### config.mk
export PLATFORM = sky130hd
export DESIGN_NAME = uart_tx_framer
export DESIGN_NICKNAME = d
export VERILOG_FILES = /design/src/rtl/uart_tx_pkg.sv /design/src/rtl/uart_baud_tick.sv /design/src/rtl/uart_tx_shift.sv /design/src/rtl/uart_tx_framer.sv
export SDC_FILE = /design/constraint.sdc
export NUM_CORES = 1
export LEC_CHECK = 0
export ABC_AREA = 1
export BUFFER_PORTS_ARGS = -buffer_cell sky130_fd_sc_hd__buf_2
export CAP_MARGIN = 10
export CORE_MARGIN = 1.5
export CORE_UTILIZATION = 58
export CTS_BUF_LIST = sky130_fd_sc_hd__clkbuf_16
export CTS_CLUSTER_DIAMETER = 200
export DETAILED_ROUTE_END_ITERATION = 10
export GPL_ROUTABILITY_DRIVEN = 0
export PLACE_DENSITY = 0.8
export SYNTH_ARGS = -nofsm -noshare
export SYNTH_HDL_FRONTEND = slang
export SYNTH_SLANG_ARGS = --single-unit
### constraint.sdc
create_clock -name clk -period 3.1 [get_ports clk]
set_input_delay 0 -clock clk [delete_from_list [all_inputs] [get_ports clk]]
set_output_delay 0 -clock clk [all_outputs]
set_load 0.005 [all_outputs]
### src/rtl/uart_tx_pkg.sv
// Package: shared types and the parity rule for the UART transmit framer.
// Assumes: control word layout [1:0] length, [2] extra stop, [3] parity on,
// [4] even select, [5] stick, [6] break.
package uart_tx_pkg;

    typedef enum logic [2:0] {
        ST_IDLE  = 3'd0,
        ST_START = 3'd1,
        ST_DATA  = 3'd2,
        ST_PAR   = 3'd3,
        ST_STOP1 = 3'd4,
        ST_STOP2 = 3'd5
    } tx_state_t;

    typedef struct packed {
        logic       brk;
        logic       stick;
        logic       even;
        logic       par_en;
        logic       two_stop;
        logic [1:0] wlen;
    } lctl_t;

    // Parity bit for an already length-masked data word.
    function automatic logic parity_bit(input logic [7:0] d, input logic even, input logic stick);
        if (stick) return ~even;
        return even ? (^d) : ~(^d);
    endfunction

endpackage

### src/rtl/uart_baud_tick.sv
// Module: oversample enable generator.
// Produces a one-cycle pulse every DIV clock cycles; DIV of zero holds the
// pulse low and parks the counter. Assumes divisor is quasi-static.
module uart_baud_tick #(
    parameter int DIV_W = 16
) (
    input  logic             clk,
    input  logic             rst_n,
    input  logic [DIV_W-1:0] divisor,
    output logic             tick
);
    logic [DIV_W-1:0] cnt;

    // Count cycles and emit the registered enable at the period end.
    always_ff @(posedge clk) begin
        if (!rst_n) begin
            cnt  <= '0;
            tick <= 1'b0;
        end else if (divisor == '0) begin
            cnt  <= '0;
            tick <= 1'b0;
        end else if (cnt >= divisor - 1'b1) begin
            cnt  <= '0;
            tick <= 1'b1;
        end else begin
            cnt  <= cnt + 1'b1;
            tick <= 1'b0;
        end
    end

    // a zero divisor never yields an enable.
    p_no_tick_zero_div_r10: assert property (@(posedge clk) disable iff (!rst_n)
        (divisor == '0) |=> !tick);

endmodule

### src/rtl/uart_tx_shift.sv
// Module: frame sequencer and shift stage.
// Advances one bit per OVS enables (half of that for the short final stop
// of a 5-bit word), requests a reload from the holding register on a bit
// boundary, and latches the frame settings at reload.
module uart_tx_shift
    import uart_tx_pkg::*;
#(
    parameter int DATA_W = 8,
    parameter int OVS    = 16
) (
    input  logic              clk,
    input  logic              rst_n,
    input  logic              tick,
    input  logic              hold_full,
    input  logic [DATA_W-1:0] hold_data,
    input  lctl_t             lctl,
    output logic              load,
    output logic              line,
    output logic              idle
);
    localparam int SUB_W    = $clog2(OVS);
    localparam int CNT_W    = $clog2(DATA_W);
    localparam int MIN_BITS = DATA_W - 3;
    localparam logic [SUB_W-1:0] FULL_LAST = SUB_W'(OVS - 1);
    localparam logic [SUB_W-1:0] HALF_LAST = SUB_W'(OVS / 2 - 1);

    tx_state_t         state;
    logic [SUB_W-1:0]  sub;
    logic [CNT_W-1:0]  bitcnt;
    logic [DATA_W-1:0] shreg;
    logic              par_q;
    lctl_t             cfg;
    logic [SUB_W-1:0]  last_sub;
    logic              bit_end;
    logic              frame_end;
    logic [CNT_W-1:0]  last_bit;
    logic [DATA_W-1:0] masked;

    // Mask the held byte down to the selected word length.
    always_comb begin
        for (int i = 0; i < DATA_W; i++)
            masked[i] = hold_data[i] && (i < MIN_BITS + int'(lctl.wlen));
    end

    // Bit boundary, frame end and reload request.
    always_comb begin
        last_sub  = (state == ST_STOP2 && cfg.wlen == 2'd0) ? HALF_LAST : FULL_LAST;
        bit_end   = tick && (sub == last_sub);
        frame_end = bit_end && ((state == ST_STOP2) || (state == ST_STOP1 && !cfg.two_stop));
        load      = hold_full && ((state == ST_IDLE && bit_end) || frame_end);
        last_bit  = CNT_W'(MIN_BITS - 1) + CNT_W'(cfg.wlen);
    end

    // Line level for the current state.
    always_comb begin
        unique case (state)
            ST_START: line = 1'b0;
            ST_DATA:  line = shreg[0];
            ST_PAR:   line = par_q;
            default:  line = 1'b1;
        endcase
        idle = (state == ST_IDLE);
    end

    // Oversample position within the current bit.
    always_ff @(posedge clk) begin
        if (!rst_n)       sub <= '0;
        else if (bit_end) sub <= '0;
        else if (tick)    sub <= sub + 1'b1;
    end

    // Frame sequencing, shifting and settings capture.
    always_ff @(posedge clk) begin
        if (!rst_n) begin
            state  <= ST_IDLE;
            bitcnt <= '0;
            shreg  <= '0;
            par_q  <= 1'b0;
            cfg    <= '0;
        end else if (load) begin
            state  <= ST_START;
            shreg  <= masked;
            par_q  <= parity_bit(masked, lctl.even, lctl.stick);
            cfg    <= lctl;
            bitcnt <= '0;
        end else if (bit_end) begin
            unique case (state)
                ST_START: state <= ST_DATA;
                ST_DATA: begin
                    shreg  <= shreg >> 1;
                    bitcnt <= bitcnt + 1'b1;
                    if (bitcnt == last_bit) state <= cfg.par_en ? ST_PAR : ST_STOP1;
                end
                ST_PAR:   state <= ST_STOP1;
                ST_STOP1: state <= cfg.two_stop ? ST_STOP2 : ST_IDLE;
                ST_STOP2: state <= ST_IDLE;
                default:  state <= ST_IDLE;
            endcase
        end
    end

    // without an enable the sequencer holds its state.
    p_hold_without_tick_r2: assert property (@(posedge clk) disable iff (!rst_n)
        !tick |=> $stable(state));

    // a reload leaves the sequencer in the start bit.
    p_load_enters_start_r8: assert property (@(posedge clk) disable iff (!rst_n)
        load |=> (state == ST_START));

endmodule

### src/rtl/uart_tx_framer.sv
// Module: top of the UART transmit framer.
// Holds one byte for the shift stage, applies the break override and
// reports empty status. Assumes a write while full overwrites the byte.
module uart_tx_framer
    import uart_tx_pkg::*;
#(
    parameter int DATA_W = 8,
    parameter int DIV_W  = 16,
    parameter int OVS    = 16
) (
    input  logic              clk,
    input  logic              rst_n,
    input  logic              wr_en,
    input  logic [DATA_W-1:0] wr_data,
    input  logic [6:0]        line_ctrl,
    input  logic [DIV_W-1:0]  divisor,
    output logic              ser_out,
    output logic              hold_empty,
    output logic              tx_empty
);
    lctl_t             lctl;
    logic              tick;
    logic              load;
    logic              line;
    logic              idle;
    logic              hold_full;
    logic [DATA_W-1:0] hold_data;

    assign lctl = lctl_t'(line_ctrl);

    uart_baud_tick #(.DIV_W(DIV_W)) u_tick (
        .clk     (clk),
        .rst_n   (rst_n),
        .divisor (divisor),
        .tick    (tick)
    );

    uart_tx_shift #(.DATA_W(DATA_W), .OVS(OVS)) u_shift (
        .clk       (clk),
        .rst_n     (rst_n),
        .tick      (tick),
        .hold_full (hold_full),
        .hold_data (hold_data),
        .lctl      (lctl),
        .load      (load),
        .line      (line),
        .idle      (idle)
    );

    // Holding register: a write fills it, a reload empties it.
    always_ff @(posedge clk) begin
        if (!rst_n) begin
            hold_full <= 1'b0;
            hold_data <= '0;
        end else if (wr_en) begin
            hold_full <= 1'b1;
            hold_data <= wr_data;
        end else if (load) begin
            hold_full <= 1'b0;
        end
    end

    // Output drive with the break override and status flags.
    always_comb begin
        ser_out    = lctl.brk ? 1'b0 : line;
        hold_empty = !hold_full;
        tx_empty   = hold_empty && idle;
    end

    // a write fills the holding register.
    p_write_fills_r8: assert property (@(posedge clk) disable iff (!rst_n)
        wr_en |=> !hold_empty);

    // holding-empty rises only on an oversample enable.
    p_empty_on_tick_r8: assert property (@(posedge clk) disable iff (!rst_n)
        $rose(hold_empty) |-> $past(tick));

    // a drained transmitter rests at mark unless break is forced.
    p_idle_mark_r3: assert property (@(posedge clk) disable iff (!rst_n)
        (tx_empty && !line_ctrl[6]) |-> ser_out);

endmodule

==> reports/summary.md, run 1 <==
• post-route antenna net violation count: 0
• Hold/Removal Path Class: in2reg
• EDFF count, synth: 0
• share of synthesized flip-flops with an asynchronous set or reset: 0%
• wire length of the first global-routing pass: 10,200 um
• Clk Latency, worst-skew pair: 0.28 ns
• initial core utilization: 61.5%
• Detail Route met2 WL: 2780 um
• Initial DRT Pass Iterations: 4
• clock network power share: 43.4%
• number of warnings reported in the yosys synthesis log: 0
• Reg power frac: 46.2%
• maximum number of pins on one net before global-route repair: 23
• CTS Buffer Depth: 2
• Num CTS Buffers: 5
• Static Leak: 1.55 nW
• share of the clock period used by the worst path after layout: 78.8%
• max-capacitance violation count: 0
• final critical path time including I/O delays and setup: 2.44 ns
• switching power as a share of total power: 23.1%
• WP data arrival: 2.61 ns
• cell area after synthesis: 2960 um^2
• Routed met1 length: 2920 um
• WHS: 0.00630 ns
• global routing usage summed across all routing layers: 23.4%
• power per cell area: 412 nW/um^2
• highest ir drop seen on vdd: 0.415 mV
• cell count after synthesis: 417
• Total Negative Setup Slacks: 0 ns
• Core Box Area: 4820 um^2
• number of unique standard cell types used by synthesis: 35
• DRC violations left: 0
• DRT iter0 DRCs: 101
• placed wire-length estimate after detailed placement: 4530 um
• total met3 wirelength after detailed routing: 182 um
• critical path peak fanout: 16
• most instantiated flip-flop cell in the synthesis netlist: sky130_fd_sc_hd__dfxtp_1
• maximum clock frequency: 0.410 GHz
• P&R area growth vs syn: 16.0%
• DR vias/cell: 5.11
• combinational cell fraction of total power: 10.4%
• number of top-level pins: 37
• launching element type of the critical path: primary input
• wire per inst: 11.2 um
• result of the run: finished, final reports clean
• number of storage elements in the synthesis netlist: 49
• TritonCTS clock tree: done
• kind of capture point of the worst setup path: flop
• Relative slew margins: 66.1%
• fraction of final layout cells with drive strength greater than 1: 14.7%
• total via count after detailed routing: 2,705
• residual overflow from global routing: 0
• clock edge transition at the registers on the reported setup and hold paths: 0.06 ns
• clock skew after layout: 0.00414 ns
• number of setup violations in the final report: 0
• number of nets at the end of the flow: 515
• Final Slew Violations: 0
• design internal power: 1.09 mW
• level count of the clock H-tree: 2
• final wirelength: 5910 um
• Worst Path Class, Setup: in2reg
• antenna violations before repair: 0
• Die Footprint: 5540 um^2
• Worst Max-Slew Pin Slew: 0.507 ns
• Psw: 327 uW
• Die Height: 74.4 um
• Seq/Total Area, Yosys: 33.1%
• post-synthesis net count: 471
• fillers: 428
• syn avg cell area: 7.10 um^2
• Die Width: 74.4 um
• Resize count post-CTS: 0
• Root Buffer Master: sky130_fd_sc_hd__clkbuf_16
• # hold bufs at CTS: 8
• top layer used by detailed routing: met4
• # rows: 25
• final hold viol count: 0
• setup repair after global routing missed its margin: no
• count of buffers inserted at the top-level ports: 36
• vias in the first global route: 2,513
• antenna diode count: 0
• worst path required time: 3.26 ns
• number of sinks on the clock net: 49
• # Post-CTS Setup Buffers: 0
[per-layer routing]
layer | global-route usage [%] | vias to the layer above
li1 | - | 1446
met1 | 29.8 | 1217
met2 | 41.3 | 38
met3 | 3.79 | 4
met4 | 5.66 | 0
met5 | 0 | -
[power by group through the flow]
stage               Clock (mW)  Sequential [mW]  Combinational [mW]
floorplan                    0            0.663              0.0917
global placement             0            0.665               0.133
detailed placement           0            0.666               0.138
CTS                      0.624            0.652               0.147
global route             0.647            0.654               0.170
finish                   0.614            0.653               0.147
[critical path, cell delays in order]
cell and delay (ns):
sky130_fd_sc_hd__buf_2 0.11, sky130_fd_sc_hd__nor2_1 0.10, sky130_fd_sc_hd__nand2_1 0.08, sky130_fd_sc_hd__nor3_1 0.24, sky130_fd_sc_hd__nand2_1 0.09, sky130_fd_sc_hd__nor2_1 0.28, sky130_fd_sc_hd__nand4_1 0.18, sky130_fd_sc_hd__xnor2_1 0.17
sky130_fd_sc_hd__inv_1 0.06, sky130_fd_sc_hd__ha_1 0.29, sky130_fd_sc_hd__nand2_1 0.07, sky130_fd_sc_hd__inv_1 0.05, sky130_fd_sc_hd__nand3_1 0.08, sky130_fd_sc_hd__nor3_1 0.23, sky130_fd_sc_hd__nand3_1 0.18, sky130_fd_sc_hd__nand4_2 0.32
sky130_fd_sc_hd__nor2_1 0.07
[area by class of cell]
| type | instances | area, um^2 | share of cell area, % |
|---|---|---|---|
| flip-flops and latches | 49 | 981 | 28.6 |
| well taps | 67 | 83.8 | 2.44 |
| inverters | 54 | 203 | 5.90 |
| repair buffers | 44 | 260 | 7.58 |
| multi-input cells | 307 | 1730 | 50.5 |
| clock inverters | 3 | 46.3 | 1.35 |
| clock buffers | 5 | 125 | 3.64 |
[metrics by stage]
step	area [um^2]	util (%)	instances	total power, mW	worst slack [ns]
2_1_floorplan	2960	-	417	0.755	0.891
3_3_place_gp	3180	66.1	513	0.799	0.491
3_5_place_dp	3180	66.1	513	0.804	0.371
4_1_cts	3430	71.3	529	1.42	0.659
5_1_grt	3430	71.3	529	1.47	0.245
6_report	3430	71.3	529	1.41	0.658
[placed cells by master (no fill, tap or decap), types with 2 or more instances in the layout]
cell / count
sky130_fd_sc_hd__nand2_1: 77
sky130_fd_sc_hd__inv_1: 49
sky130_fd_sc_hd__nor2_1: 49
sky130_fd_sc_hd__dfxtp_1: 49
sky130_fd_sc_hd__buf_2: 36
sky130_fd_sc_hd__a21oi_1: 31
sky130_fd_sc_hd__o21ai_0: 25
sky130_fd_sc_hd__nand3_1: 21
sky130_fd_sc_hd__ha_1: 20
sky130_fd_sc_hd__xor2_1: 19
sky130_fd_sc_hd__xnor2_1: 10
sky130_fd_sc_hd__nand4_1: 9
sky130_fd_sc_hd__nor3_1: 8
sky130_fd_sc_hd__dlygate4sd3_1: 8
sky130_fd_sc_hd__nand2_2: 6
sky130_fd_sc_hd__inv_2: 5
sky130_fd_sc_hd__clkbuf_16: 5
sky130_fd_sc_hd__or2_2: 4
sky130_fd_sc_hd__nor4_1: 4
sky130_fd_sc_hd__nor2_2: 3
sky130_fd_sc_hd__or2_0: 3
sky130_fd_sc_hd__a31oi_1: 2
sky130_fd_sc_hd__nand4_2: 2
sky130_fd_sc_hd__o31ai_1: 2
sky130_fd_sc_hd__a211oi_1: 2
sky130_fd_sc_hd__a21oi_2: 2
[synthesized netlist by cell type (2+ instances only)]
library cell / number / area (um^2)
sky130_fd_sc_hd__clkbuf_1: 3 / 11.3
sky130_fd_sc_hd__nand4_1: 9 / 56.3
sky130_fd_sc_hd__a211oi_1: 2 / 15.0
sky130_fd_sc_hd__dfxtp_1: 49 / 981
sky130_fd_sc_hd__or2_0: 3 / 18.8
sky130_fd_sc_hd__nand4_2: 2 / 25.0
sky130_fd_sc_hd__o31ai_1: 2 / 15.0
sky130_fd_sc_hd__nand3_1: 21 / 105
sky130_fd_sc_hd__nand2_2: 6 / 37.5
sky130_fd_sc_hd__xor2_1: 19 / 166
sky130_fd_sc_hd__a21oi_2: 2 / 17.5
sky130_fd_sc_hd__nor3_1: 8 / 40.0
sky130_fd_sc_hd__o21ai_0: 25 / 125
sky130_fd_sc_hd__or2_2: 4 / 25.0
sky130_fd_sc_hd__nor4_1: 4 / 25.0
sky130_fd_sc_hd__nand2_1: 77 / 289
sky130_fd_sc_hd__xnor2_1: 10 / 87.6
sky130_fd_sc_hd__nor2_2: 3 / 18.8
sky130_fd_sc_hd__nor2_1: 49 / 184
sky130_fd_sc_hd__inv_1: 49 / 184
sky130_fd_sc_hd__buf_6: 2 / 22.5
sky130_fd_sc_hd__a31oi_1: 2 / 12.5
sky130_fd_sc_hd__a21oi_1: 31 / 155
sky130_fd_sc_hd__inv_2: 5 / 18.8
sky130_fd_sc_hd__ha_1: 20 / 250
[flip-flops by register name (all words and copies together), names as in the netlist, 3 cells and up]
register	count
u_shift.sub	4
u_shift.cfg	4
u_tick.cnt	16
u_shift.bitcnt	3
hold_data	8
u_shift.shreg	8
u_shift.state	3
[worst paths after layout]
| path | slack [ns] | from | depth (start not counted) | to |
|---|---|---|---|---|
| worst max-delay path | 0.66 | divisor[2] | 17 | u_tick.cnt[15] |
| worst min-delay path | 0.006 | wr_data[3] | 3 | hold_data[3] |
| worst max register to register | 1.14 | u_shift.state[2] | 11 | u_shift.shreg[1] |
| worst min register to register | 0.47 | u_shift.shreg[7] | 2 | u_shift.shreg[7] |
[logic make-up (layout without fill, tap and decap cells)]
logic type / after synthesis / count (layout) / share of synthesized area (%)
XOR/XNOR: 29 / 29 / 8.58
multiplexers: 1 / 1 / 0.338
AO/OA/AOI/OAI: 67 / 67 / 12.2
AND/OR/NAND/NOR: 190 / 190 / 29.0
adder cells (fa/ha/maj): 20 / 20 / 8.45
buffers and inverters: 61 / 106 / 8.28
flip-flops: 49 / 49 / 33.1
Power figures use the tool's default switching activity.
==> run 2: changes to the inputs <==
==> constraint.sdc (replaced) <==
create_clock -name clk -period 2.3 [get_ports clk]
set_input_delay 0 -clock clk [delete_from_list [all_inputs] [get_ports clk]]
set_output_delay 0 -clock clk [all_outputs]
set_load 0.005 [all_outputs]
==> run 2 against run 1 <==
Utilization grew 1.6 points. Flip-flop and latch count did not move. Non-clock buffer count is 14 higher. Largest cell class unchanged. Critical path type unchanged.
==> reports/summary.md, run 2 (synthesis gave the netlist of run 1 again) <==
• result of the run: finished, final reports clean, unchanged
• number of sinks on the clock net: 49, unchanged
• Relative slew margins: 69.7%, was 66.1%
• Hold/Removal Path Class: in2reg, unchanged
• antenna violations before repair: 0, unchanged
• clock edge transition at the registers on the reported setup and hold paths: 0.06 ns, about the same
• multi-input gate area in the final layout: 1750 um^2, was 1730 um^2
• fraction of final layout cells with drive strength greater than 1: 18.1%, was 14.7%
• power per cell area: 503 nW/um^2, was 412 nW/um^2
• WHS: 0.00244 ns, was 0.00630 ns
• Worst Max-Slew Pin Slew: 0.454 ns, was 0.507 ns
• Num CTS Buffers: 5, unchanged
• level count of the clock H-tree: 2, unchanged
• Die Footprint: 5540 um^2, unchanged
• number of top-level pins: 37, unchanged
• non-filler cells in the finished layout: 541, was 529
• maximum clock frequency: 0.473 GHz
• final hold viol count: 0, unchanged
• Clk Latency, worst-skew pair: 0.29 ns, was 0.28 ns
• number of setup violations in the final report: 0, unchanged
• leading cell type in the layout, fill and taps excluded: sky130_fd_sc_hd__nand2_1, unchanged
• Die Height: 74.4 um, unchanged
• finished layout cell area: 3510 um^2, was 3430 um^2
• area taken by flip-flops and latches: 981 um^2, unchanged
• Initial DRT Pass Iterations: 4, unchanged
• initial core utilization: 61.5%, unchanged
• kind of capture point of the worst setup path: flop, unchanged
• Final Slew Violations: 0, unchanged
• # rows: 25, unchanged
• clock skew after layout: 0.00621 ns, was 0.00414 ns
• Static Leak: 1.60 nW, was 1.55 nW
• DRC violations left: 0, unchanged
• count of buffers inserted at the top-level ports: 36, unchanged
• highest ir drop seen on vdd: 0.530 mV, was 0.415 mV
• max-capacitance violation count: 0, unchanged
• Routed met1 length: 2960 um, was 2920 um
• placed wire-length estimate after detailed placement: 4830 um, was 4530 um
• wire per inst: 11.6 um, was 11.2 um
• placed inst area: 3300 um^2, was 3180 um^2
• share of the clock period used by the worst path after layout: 91.8%
• Die Width: 74.4 um, unchanged
• critical path peak fanout: 9, was 16
• residual overflow from global routing: 0, unchanged
• worst path required time: 2.48 ns, was 3.26 ns
• maximum number of pins on one net before global-route repair: 21, was 23
• WP data arrival: 2.29 ns, was 2.61 ns
• final wirelength: 6260 um, was 5910 um
• global routing usage summed across all routing layers: 24.5%, was 23.4%
• # Post-CTS Setup Buffers: 0, unchanged
• Final Core Density: 72.9%, was 71.3%
• Core Box Area: 4820 um^2, unchanged
• pre-CTS setup slack: -0.257 ns, was 0.371 ns
• Detail Route met2 WL: 3010 um, was 2780 um
• vias in the first global route: 2,542, was 2,513
• top layer used by detailed routing: met4, unchanged
• final critical path time including I/O delays and setup: 2.11 ns
• setup slack after layout: 0.187 ns, was 0.658 ns
• cell count after placement: 529, was 513
• post-route antenna net violation count: 0, unchanged
• commonest cells after routing, fill and taps aside: 77 x sky130_fd_sc_hd__nand2_1, 49 x sky130_fd_sc_hd__inv_1, 49 x sky130_fd_sc_hd__dfxtp_1, was 77 x sky130_fd_sc_hd__nand2_1, 49 x sky130_fd_sc_hd__inv_1, 49 x sky130_fd_sc_hd__nor2_1, 49 x sky130_fd_sc_hd__dfxtp_1, 36 x sky130_fd_sc_hd__buf_2
• CTS Buffer Depth: 2, unchanged
• fillers: 396, was 428
• TritonCTS clock tree: done, unchanged
• biggest registers after layout: u_tick.cnt: 16 flops, hold_data: 8 flops, u_shift.shreg: 8 flops, unchanged
• antenna diode count: 0, unchanged
• Most flops, register: u_tick.cnt, unchanged
• number of nets at the end of the flow: 529, was 515
• Worst Path Class, Setup: in2reg, unchanged
• DR vias/cell: 5.03, was 5.11
• flip-flop count of the largest register, all copies and words added: 16, unchanged
• DRT iter0 DRCs: 117, was 101
• Root Buffer Master: sky130_fd_sc_hd__clkbuf_16, unchanged
• launching element type of the critical path: primary input, unchanged
• P&R area growth vs syn: 18.6%, was 16.0%
• total via count after detailed routing: 2,722, was 2,705
• total met3 wirelength after detailed routing: 192 um, was 182 um
• wire length of the first global-routing pass: 10,600 um, was 10,200 um
run 2: worst paths after layout:
kind / slack [ns] / cells after the start / endpoint / start
setup reg to reg: 0.39 / 11 / u_shift.shreg[1] / u_shift.state[2]
hold reg to reg: 0.46 / 2 / u_shift.shreg[7] / u_shift.shreg[7]
hold / removal: 0.002 / 3 / hold_data[3] / wr_data[3]
setup / recovery: 0.19 / 18 / u_tick.cnt[5] / divisor[2]
run 2: what timing repair did:
action,CTS,global route
resized for setup,0,5
endpoints found under the setup margin,0,17
hold buffers,6,0
endpoints found under the hold margin,6,0
run 2: layout make-up:
cell class | count | share of cell area, %
sequential | 49 | 27.9
timing repair buffer | 58 | 10.3
inverter | 54 | 5.77
clock inverter | 1 | 0.143
tap | 67 | 2.39
clock buffer | 5 | 3.56
multi-input combinational | 307 | 49.9
run 2: critical path, stage by stage:
cell and delay [ns]:
sky130_fd_sc_hd__buf_2 0.11, sky130_fd_sc_hd__nor2_1 0.09, sky130_fd_sc_hd__nand2_1 0.07, sky130_fd_sc_hd__nor3_1 0.21, sky130_fd_sc_hd__nand2_1 0.13, sky130_fd_sc_hd__nor2_4 0.14
sky130_fd_sc_hd__nand4_1 0.12, sky130_fd_sc_hd__xnor2_1 0.17, sky130_fd_sc_hd__inv_1 0.07, sky130_fd_sc_hd__ha_1 0.30, sky130_fd_sc_hd__nand2_1 0.07, sky130_fd_sc_hd__inv_1 0.05
sky130_fd_sc_hd__nand3_1 0.10, sky130_fd_sc_hd__nor3_2 0.15, sky130_fd_sc_hd__nand3_1 0.15, sky130_fd_sc_hd__nand4_2 0.13, sky130_fd_sc_hd__buf_4 0.17, sky130_fd_sc_hd__nor2_1 0.06
run 2: power breakdown:
| part | switching (mW) | internal, mW |
|---|---|---|
| Combinational | 0.117 | 0.0960 |
| Sequential | 0.0150 | 0.865 |
| Clock | 0.284 | 0.388 |
| Total | 0.416 | 1.35 |
run 2: metrics by stage:
step / total power, mW / TNS, ns
2_1_floorplan: 1.02 / 0
3_3_place_gp: 1.09 / -0.336
3_5_place_dp: 1.10 / -4.03
4_1_cts: 1.78 / 0
5_1_grt: 1.84 / -0.167
6_report: 1.76 / 0
run 2: per-layer routing:
metal  track usage, %  vias to the layer above
met1             31.2                     1195
li1                 -                     1472
met2             43.0                       47
met3             3.79                        8
met4             7.27                        0
met5                0                        -
